### config.mk
export PLATFORM = sky130hd
export DESIGN_NAME = codec_greg_decoder
export DESIGN_NICKNAME = d
export VERILOG_FILES = /design/src/rtl/gcd_pkg.sv /design/src/rtl/gcd_framer.sv /design/src/rtl/gcd_action_decode.sv /design/src/rtl/gcd_csel_reg.sv /design/src/rtl/gcd_reply.sv /design/src/rtl/codec_greg_decoder.sv
export SDC_FILE = /design/constraint.sdc
export NUM_CORES = 1
export LEC_CHECK = 0
export BUFFER_PORTS_ARGS = -buffer_cell sky130_fd_sc_hd__buf_2
export CORE_MARGIN = 1.5
export CORE_UTILIZATION = 53
export CTS_BUF_LIST = sky130_fd_sc_hd__clkbuf_4 sky130_fd_sc_hd__clkbuf_8
export DETAILED_ROUTE_END_ITERATION = 10
export GPL_ROUTABILITY_DRIVEN = 0
export PLACE_DENSITY = 0.81
export SLEW_MARGIN = 20
export SYNTH_ARGS = -nofsm -noshare
export SYNTH_HDL_FRONTEND = slang
export SYNTH_HIERARCHICAL = 1
export SYNTH_SLANG_ARGS = --single-unit
export TNS_END_PERCENT = 5
### constraint.sdc
create_clock -name clk -period 2.1 [get_ports clk]
set_input_delay 0 -clock clk [delete_from_list [all_inputs] [get_ports clk]]
set_output_delay 0 -clock clk [all_outputs]
set_load 0.005 [all_outputs]
### src/rtl/gcd_pkg.sv
// Package: command codes and the decoded action type shared by the
// global register decoder. Assumes 8-bit command and data bytes.
package gcd_pkg;
    localparam int BYTE_W = 8;

    localparam logic [BYTE_W-1:0] CMD_VER_RD  = 8'h20;
    localparam logic [BYTE_W-1:0] CMD_CSEL_RD = 8'h24;
    localparam logic [BYTE_W-1:0] CMD_NOP_WR  = 8'hA0;
    localparam logic [BYTE_W-1:0] CMD_IRQ_WR  = 8'hA1;
    localparam logic [BYTE_W-1:0] CMD_SRST_WR = 8'hA2;
    localparam logic [BYTE_W-1:0] CMD_HRST_WR = 8'hA3;
    localparam logic [BYTE_W-1:0] CMD_CSEL_WR = 8'hA4;

    typedef enum logic [2:0] {
        ACT_NONE,
        ACT_NOP,
        ACT_IRQ,
        ACT_SRST,
        ACT_HRST,
        ACT_CSEL
    } act_e;
endpackage

### src/rtl/gcd_framer.sv
// Framer: pairs each command byte with the next data byte.
// Assumes frame_start is only meaningful together with byte_valid.
// Emits a one-cycle command event and a one-cycle pair event.
module gcd_framer #(
    parameter int BW = 8
) (
    input  logic          clk,
    input  logic          rst_n,
    input  logic          byte_valid_i,
    input  logic          frame_start_i,
    input  logic [BW-1:0] byte_i,
    output logic          cmd_evt_o,
    output logic          pair_evt_o,
    output logic [BW-1:0] pair_cmd_o
);
    logic          armed_q;
    logic [BW-1:0] cmd_q;

    assign cmd_evt_o  = byte_valid_i && frame_start_i;
    assign pair_evt_o = byte_valid_i && !frame_start_i && armed_q;
    assign pair_cmd_o = cmd_q;

    // Hold the latest command until its data byte arrives.
    always_ff @(posedge clk) begin
        if (!rst_n) begin
            armed_q <= 1'b0;
            cmd_q   <= '0;
        end else if (cmd_evt_o) begin
            armed_q <= 1'b1;
            cmd_q   <= byte_i;
        end else if (pair_evt_o) begin
            armed_q <= 1'b0;
        end
    end
endmodule

### src/rtl/gcd_action_decode.sv
// Action decoder: turns a command/data pair into one action.
// Purely combinational. Strobe commands need an all-ones data byte.
module gcd_action_decode
    import gcd_pkg::*;
#(
    parameter int BW = 8
) (
    input  logic          pair_evt_i,
    input  logic [BW-1:0] cmd_i,
    input  logic [BW-1:0] data_i,
    output act_e          act_o
);
    localparam logic [BW-1:0] ALL_ONES = {BW{1'b1}};

    logic data_ok;
    assign data_ok = (data_i == ALL_ONES);

    // Map the pair onto an action; anything else is ignored.
    always_comb begin
        act_o = ACT_NONE;
        if (pair_evt_i) begin
            case (cmd_i)
                CMD_NOP_WR:  act_o = data_ok ? ACT_NOP  : ACT_NONE;
                CMD_IRQ_WR:  act_o = data_ok ? ACT_IRQ  : ACT_NONE;
                CMD_SRST_WR: act_o = data_ok ? ACT_SRST : ACT_NONE;
                CMD_HRST_WR: act_o = data_ok ? ACT_HRST : ACT_NONE;
                CMD_CSEL_WR: act_o = ACT_CSEL;
                default:     act_o = ACT_NONE;
            endcase
        end
    end
endmodule

### src/rtl/gcd_csel_reg.sv
// Chopper clock selection register. The write takes the low SEC_W+PRI_W
// data bits and drops the rest. The full-reset action clears it.
module gcd_csel_reg #(
    parameter int BW    = 8,
    parameter int SEC_W = 2,
    parameter int PRI_W = 4
) (
    input  logic             clk,
    input  logic             rst_n,
    input  logic             wr_i,
    input  logic             clr_i,
    input  logic [BW-1:0]    data_i,
    output logic [SEC_W-1:0] sec_o,
    output logic [PRI_W-1:0] pri_o
);
    localparam int FLD_W = SEC_W + PRI_W;

    logic [FLD_W-1:0] fld_q;

    // Load, clear or hold the selection fields.
    always_ff @(posedge clk) begin
        if (!rst_n || clr_i) begin
            fld_q <= '0;
        end else if (wr_i) begin
            fld_q <= data_i[FLD_W-1:0];
        end
    end

    assign sec_o = fld_q[FLD_W-1:PRI_W];
    assign pri_o = fld_q[PRI_W-1:0];
endmodule

### src/rtl/gcd_reply.sv
// Read reply: on a read command, registers the addressed byte.
// Reserved and unknown positions read 0. Write commands are ignored.
module gcd_reply
    import gcd_pkg::*;
#(
    parameter int          BW      = 8,
    parameter int          SEC_W   = 2,
    parameter int          PRI_W   = 4,
    parameter logic [BW-1:0] VERSION = 8'h01
) (
    input  logic             clk,
    input  logic             rst_n,
    input  logic             cmd_evt_i,
    input  logic [BW-1:0]    cmd_i,
    input  logic [SEC_W-1:0] sec_i,
    input  logic [PRI_W-1:0] pri_i,
    output logic             rd_valid_o,
    output logic [BW-1:0]    rd_data_o
);
    localparam int FLD_W = SEC_W + PRI_W;

    logic [BW-1:0] csel_word;
    logic [BW-1:0] lookup;

    // Place the fields in the low bits; the reserved bits above stay 0.
    generate
        if (BW > FLD_W) begin : g_pad
            assign csel_word = {{(BW-FLD_W){1'b0}}, sec_i, pri_i};
        end else begin : g_nopad
            assign csel_word = BW'({sec_i, pri_i});
        end
    endgenerate

    // Select the reply byte for the addressed register.
    always_comb begin
        case (cmd_i)
            CMD_VER_RD:  lookup = VERSION;
            CMD_CSEL_RD: lookup = csel_word;
            default:     lookup = '0;
        endcase
    end

    // Register the reply and flag it for one cycle.
    always_ff @(posedge clk) begin
        if (!rst_n) begin
            rd_valid_o <= 1'b0;
            rd_data_o  <= '0;
        end else begin
            rd_valid_o <= 1'b0;
            if (cmd_evt_i && !cmd_i[BW-1]) begin
                rd_valid_o <= 1'b1;
                rd_data_o  <= lookup;
            end
        end
    end
endmodule

### src/rtl/codec_greg_decoder.sv
// Top: global register command decoder. Takes framed bytes and drives
// read replies, one-cycle strobes and the chopper clock selects.
// Assumes a byte deserialiser in front that supplies whole bytes.
module codec_greg_decoder
    import gcd_pkg::*;
#(
    parameter int            SEC_W   = 2,
    parameter int            PRI_W   = 4,
    parameter logic [7:0]    VERSION = 8'h01
) (
    input  logic             clk,
    input  logic             rst_n,
    input  logic             byte_valid_i,
    input  logic             frame_start_i,
    input  logic [7:0]       byte_i,
    output logic             rd_valid_o,
    output logic [7:0]       rd_data_o,
    output logic             irq_clear_o,
    output logic             local_reset_o,
    output logic             global_reset_o,
    output logic [SEC_W-1:0] chop_sec_sel_o,
    output logic [PRI_W-1:0] chop_pri_sel_o
);
    logic          cmd_evt;
    logic          pair_evt;
    logic [7:0]    pair_cmd;
    act_e          act;

    gcd_framer #(.BW(BYTE_W)) u_framer (
        .clk          (clk),
        .rst_n        (rst_n),
        .byte_valid_i (byte_valid_i),
        .frame_start_i(frame_start_i),
        .byte_i       (byte_i),
        .cmd_evt_o    (cmd_evt),
        .pair_evt_o   (pair_evt),
        .pair_cmd_o   (pair_cmd)
    );

    gcd_action_decode #(.BW(BYTE_W)) u_decode (
        .pair_evt_i(pair_evt),
        .cmd_i     (pair_cmd),
        .data_i    (byte_i),
        .act_o     (act)
    );

    gcd_csel_reg #(.BW(BYTE_W), .SEC_W(SEC_W), .PRI_W(PRI_W)) u_csel (
        .clk   (clk),
        .rst_n (rst_n),
        .wr_i  (act == ACT_CSEL),
        .clr_i (act == ACT_HRST),
        .data_i(byte_i),
        .sec_o (chop_sec_sel_o),
        .pri_o (chop_pri_sel_o)
    );

    gcd_reply #(.BW(BYTE_W), .SEC_W(SEC_W), .PRI_W(PRI_W), .VERSION(VERSION)) u_reply (
        .clk       (clk),
        .rst_n     (rst_n),
        .cmd_evt_i (cmd_evt),
        .cmd_i     (byte_i),
        .sec_i     (chop_sec_sel_o),
        .pri_i     (chop_pri_sel_o),
        .rd_valid_o(rd_valid_o),
        .rd_data_o (rd_data_o)
    );

    // Register the one-cycle strobes from the decoded action.
    always_ff @(posedge clk) begin
        if (!rst_n) begin
            irq_clear_o    <= 1'b0;
            local_reset_o  <= 1'b0;
            global_reset_o <= 1'b0;
        end else begin
            irq_clear_o    <= (act == ACT_IRQ);
            local_reset_o  <= (act == ACT_SRST);
            global_reset_o <= (act == ACT_HRST);
        end
    end
endmodule

==> impl_metrics.json <==
{
  "ys_ff_latch": 25,
  "critPathKind": "flip-flop to flip-flop",
  "routed-wl-met2_um": 1190,
  "min_path_cells": 3,
  "slowest_delay_ps": 350,
  "area_growth_pct": 21.7,
  "port_buffers": 27,
  "yosysTopAreaCell": "dfxtp_1",
  "core_area_mm2": 0.00196,
  "drt-initial-drc-count": 14,
  "p_switching_uw": 191,
  "r2r_setup_slack_ps": 110,
  "start_kind": "flip-flop",
  "htreeDepth": 1,
  "cp.required_ps": 2320,
  "cts-buffers-inserted": 3,
  "m1WireLength_um": 1040,
  "clock-sinks": 25,
  "synthCells": 110,
  "clk_pin_slew_worst_paths_ps": 130,
  "drt_wl_total_um": 2400,
  "final_layout_size_suffix_gt1_frac": 0.313,
  "cts_max_path_buffers": 2,
  "yosysSeqAreaShare": 0.455,
  "dpl.hpwl_um": 1670,
  "dp_cells": 159,
  "nNetsFinal": 157,
  "synth.top_cells.by_area": "dfxtp_1 45%, mux2i_1 5.5%, nand4_1 5.1%, a22o_1 4.8%, o21ai_1 3.6%",
  "finalSetupViolCount": 0,
  "yosysMostFrequentCell": "dfxtp_1",
  "p_clk_frac": 0.290,
  "ys.flop_type": "dfxtp_1",
  "hold_class": "input pin to flip-flop",
  "slowest_stage": "dfxtp_1",
  "critPathMaxFanout": 6,
  "syn_area_mm2": 0.00110,
  "synthArstFlopShare": 0,
  "top_layer": "met4",
  "vias": 946,
  "p_comb_frac": 0.095,
  "final_cell_count_no_fill": 171,
  "hold_ws_ps": 9.81,
  "timing.rr.start": "u_framer/armed_q",
  "setup_tns_ps": 0,
  "slew_viol_final": 0,
  "powerDensity_mw_per_mm2": 593,
  "synth_cell_types": 36,
  "dpl-instance-area_mm2": 0.00122,
  "fin_area_mm2": 0.00134,
  "synth-edff-count": 0,
  "initial_core_util": 0.561,
  "grt_pass1_vias": 871,
  "slew_headroom": 0.636,
  "p_total_uw": 795,
  "cts_tree": "yes",
  "rows": 16,
  "wire_per_inst_um": 14.0,
  "whs_endpoint": "u_framer/pair_cmd_o[4]",
  "fmax_mhz": 502,
  "r2r_end": "u_csel/fld_q[4]",
  "dr.pass1.iters": 4,
  "ant_nets": 0,
  "die_x_um": 48.6,
  "antenna_found_initial": 0,
  "overflow": 0,
  "dr_wl_met3_um": 135,
  "grt_use_total": 0.210,
  "hold_viol_final": 0,
  "cellLeakagePower_nw": 0.564,
  "cp-end-kind": "flip-flop",
  "worst_pin_slew_ps": 545,
  "clk_latency_ps": 320,
  "min_from": "frame_start_i",
  "max_cap_violations": 0,
  "io_pins": 30,
  "cp_top_family": "simple AND/OR/NAND/NOR gates",
  "switching_share": 0.240,
  "viasPerCell": 5.53,
  "p_int_uw": 604,
  "status": "complete, no violations",
  "fill_cells": 163,
  "vdd_drop_max_mv": 0.408,
  "period_needed_ps": 1990,
  "synth_top_area_share": 0.455,
  "skew_ps": 4.87,
  "cp.arrival_ps": 2220,
  "synth_common_cells": "25 x dfxtp_1, 9 x nand2_1, 9 x nand4_1",
  "fp.dieH_um": 48.6,
  "die-area_mm2": 0.00236,
  "power_frac_seq": 0.615,
  "period_share": 0.949,
  "diodes": 0,
  "grt_max_degree": 24,
  "grt_pass1_wl_um": 3840,
  "worst_r2r_path_depth": 7,
  "clockRootBuffer": "clkbuf_4",
  "remaining_drc_errors": 0,
  "worst-path-buf-inv": 0,
  "avgSynthCellArea_um2": 10.0,
  "yosys_warnings": 6,
  "crit_chain": "and3b_1 > nor4bb_1 > nand3b_1 > a211oi_2 > and3b_2 > mux2i_1 > nor2_1"
}
[cell type report]
type / instances / area [um^2] / area share
sequential: 25 / 500 / 0.373
tap: 27 / 33.8 / 0.0252
inverter: 3 / 11.3 / 0.00840
timing repair buffer: 37 / 230 / 0.172
clock buffer: 4 / 30.0 / 0.0224
multi-input combinational: 75 / 534 / 0.399
[worst max-delay path by stage]
stage / startpoint / endpoint / slack [ps] / depth (start not counted)
after floorplan: u_framer/armed_q / u_csel/fld_q[0] / 220 / 8
after global placement: u_framer/pair_cmd_o[2] / u_csel/fld_q[3] / 230 / 6
after detailed placement: u_framer/armed_q / u_csel/fld_q[1] / 130 / 7
after CTS: u_framer/armed_q / u_csel/fld_q[1] / 100 / 7
after global routing: u_framer/armed_q / u_csel/fld_q[2] / -10 / 7
final: u_framer/armed_q / u_csel/fld_q[4] / 110 / 7
[cell families (layout without fill, tap and decap cells)]
logic type	count (synthesis)	in the layout	synth area share
and+or+nand+nor	48	48	0.299
AOI/OAI and AO/OA	18	18	0.113
muxes	6	6	0.0545
xor gates and xnor gates	1	1	0.00796
other	1	2	0.00341
buffers and inverters	11	44	0.0682
DFF	25	25	0.455
[power groups by stage]
| stage | Sequential [mW] | Combinational, mW | Clock (mW) |
|---|---|---|---|
| CTS | 0.489 | 0.0743 | 0.232 |
| finish | 0.489 | 0.0756 | 0.230 |
| floorplan | 0.498 | 0.0447 | 0 |
| global placement | 0.499 | 0.0605 | 0 |
| global route | 0.490 | 0.0827 | 0.251 |
| detailed placement | 0.499 | 0.0629 | 0 |
[state kept, by name (all words and copies together), names as in the netlist]
name / flops
local_reset_o: 1
u_framer/armed_q: 1
u_csel/fld_q: 6
u_reply/rd_valid_o: 1
global_reset_o: 1
u_framer/pair_cmd_o: 8
irq_clear_o: 1
u_reply/rd_data_o: 6
[stage by stage]
step	setup WS, ps	util
after floorplan	220	-
after global placement	233	0.624
after detailed placement	128	0.624
after CTS	104	0.680
after global routing	-12.6	0.683
final	108	0.683
[routing by layer]
metal	vias up	GRT usage
li1	464	-
met1	449	0.277
met2	30	0.336
met3	3	0.0432
met4	0	0.0857
met5	-	0
[cells in the final DEF, fill, tap and decap left out, types with 2 or more instances in the layout]
master         synthesis  layout
o21ai_1                8       8
nand2_1                9       9
inv_1                  3       3
nand3b_1               2       2
or3_1                  2       2
mux2i_1                6       6
nand2b_1               2       2
buf_2                  3      27
nor3_1                 2       2
buf_4                  2       2
dlygate4sd3_1          0       8
nand4_1                9       9
dfxtp_1               25      25
and4bb_2               2       2
a22o_1                 6       6
nor2_1                 6       6
clkbuf_4               0       4
conb_1                 1       2
[worst register-to-register path, cell delays in order (launching register included)]
cell	delay [ps]
dfxtp_1	350
and3b_1	150
nor4bb_1	290
nand3b_1	210
a211oi_2	270
and3b_2	340
mux2i_1	240
nor2_1	50
[what timing repair did]
item | 4_1_cts | 5_1_grt
endpoints found under the setup margin | 0 | 6
resized for setup | 0 | 1
endpoints found under the hold margin | 14 | 0
setup buffers | 0 | 0
hold buffers | 8 | 0
No activity file was read; power rests on OpenSTA's default activity.
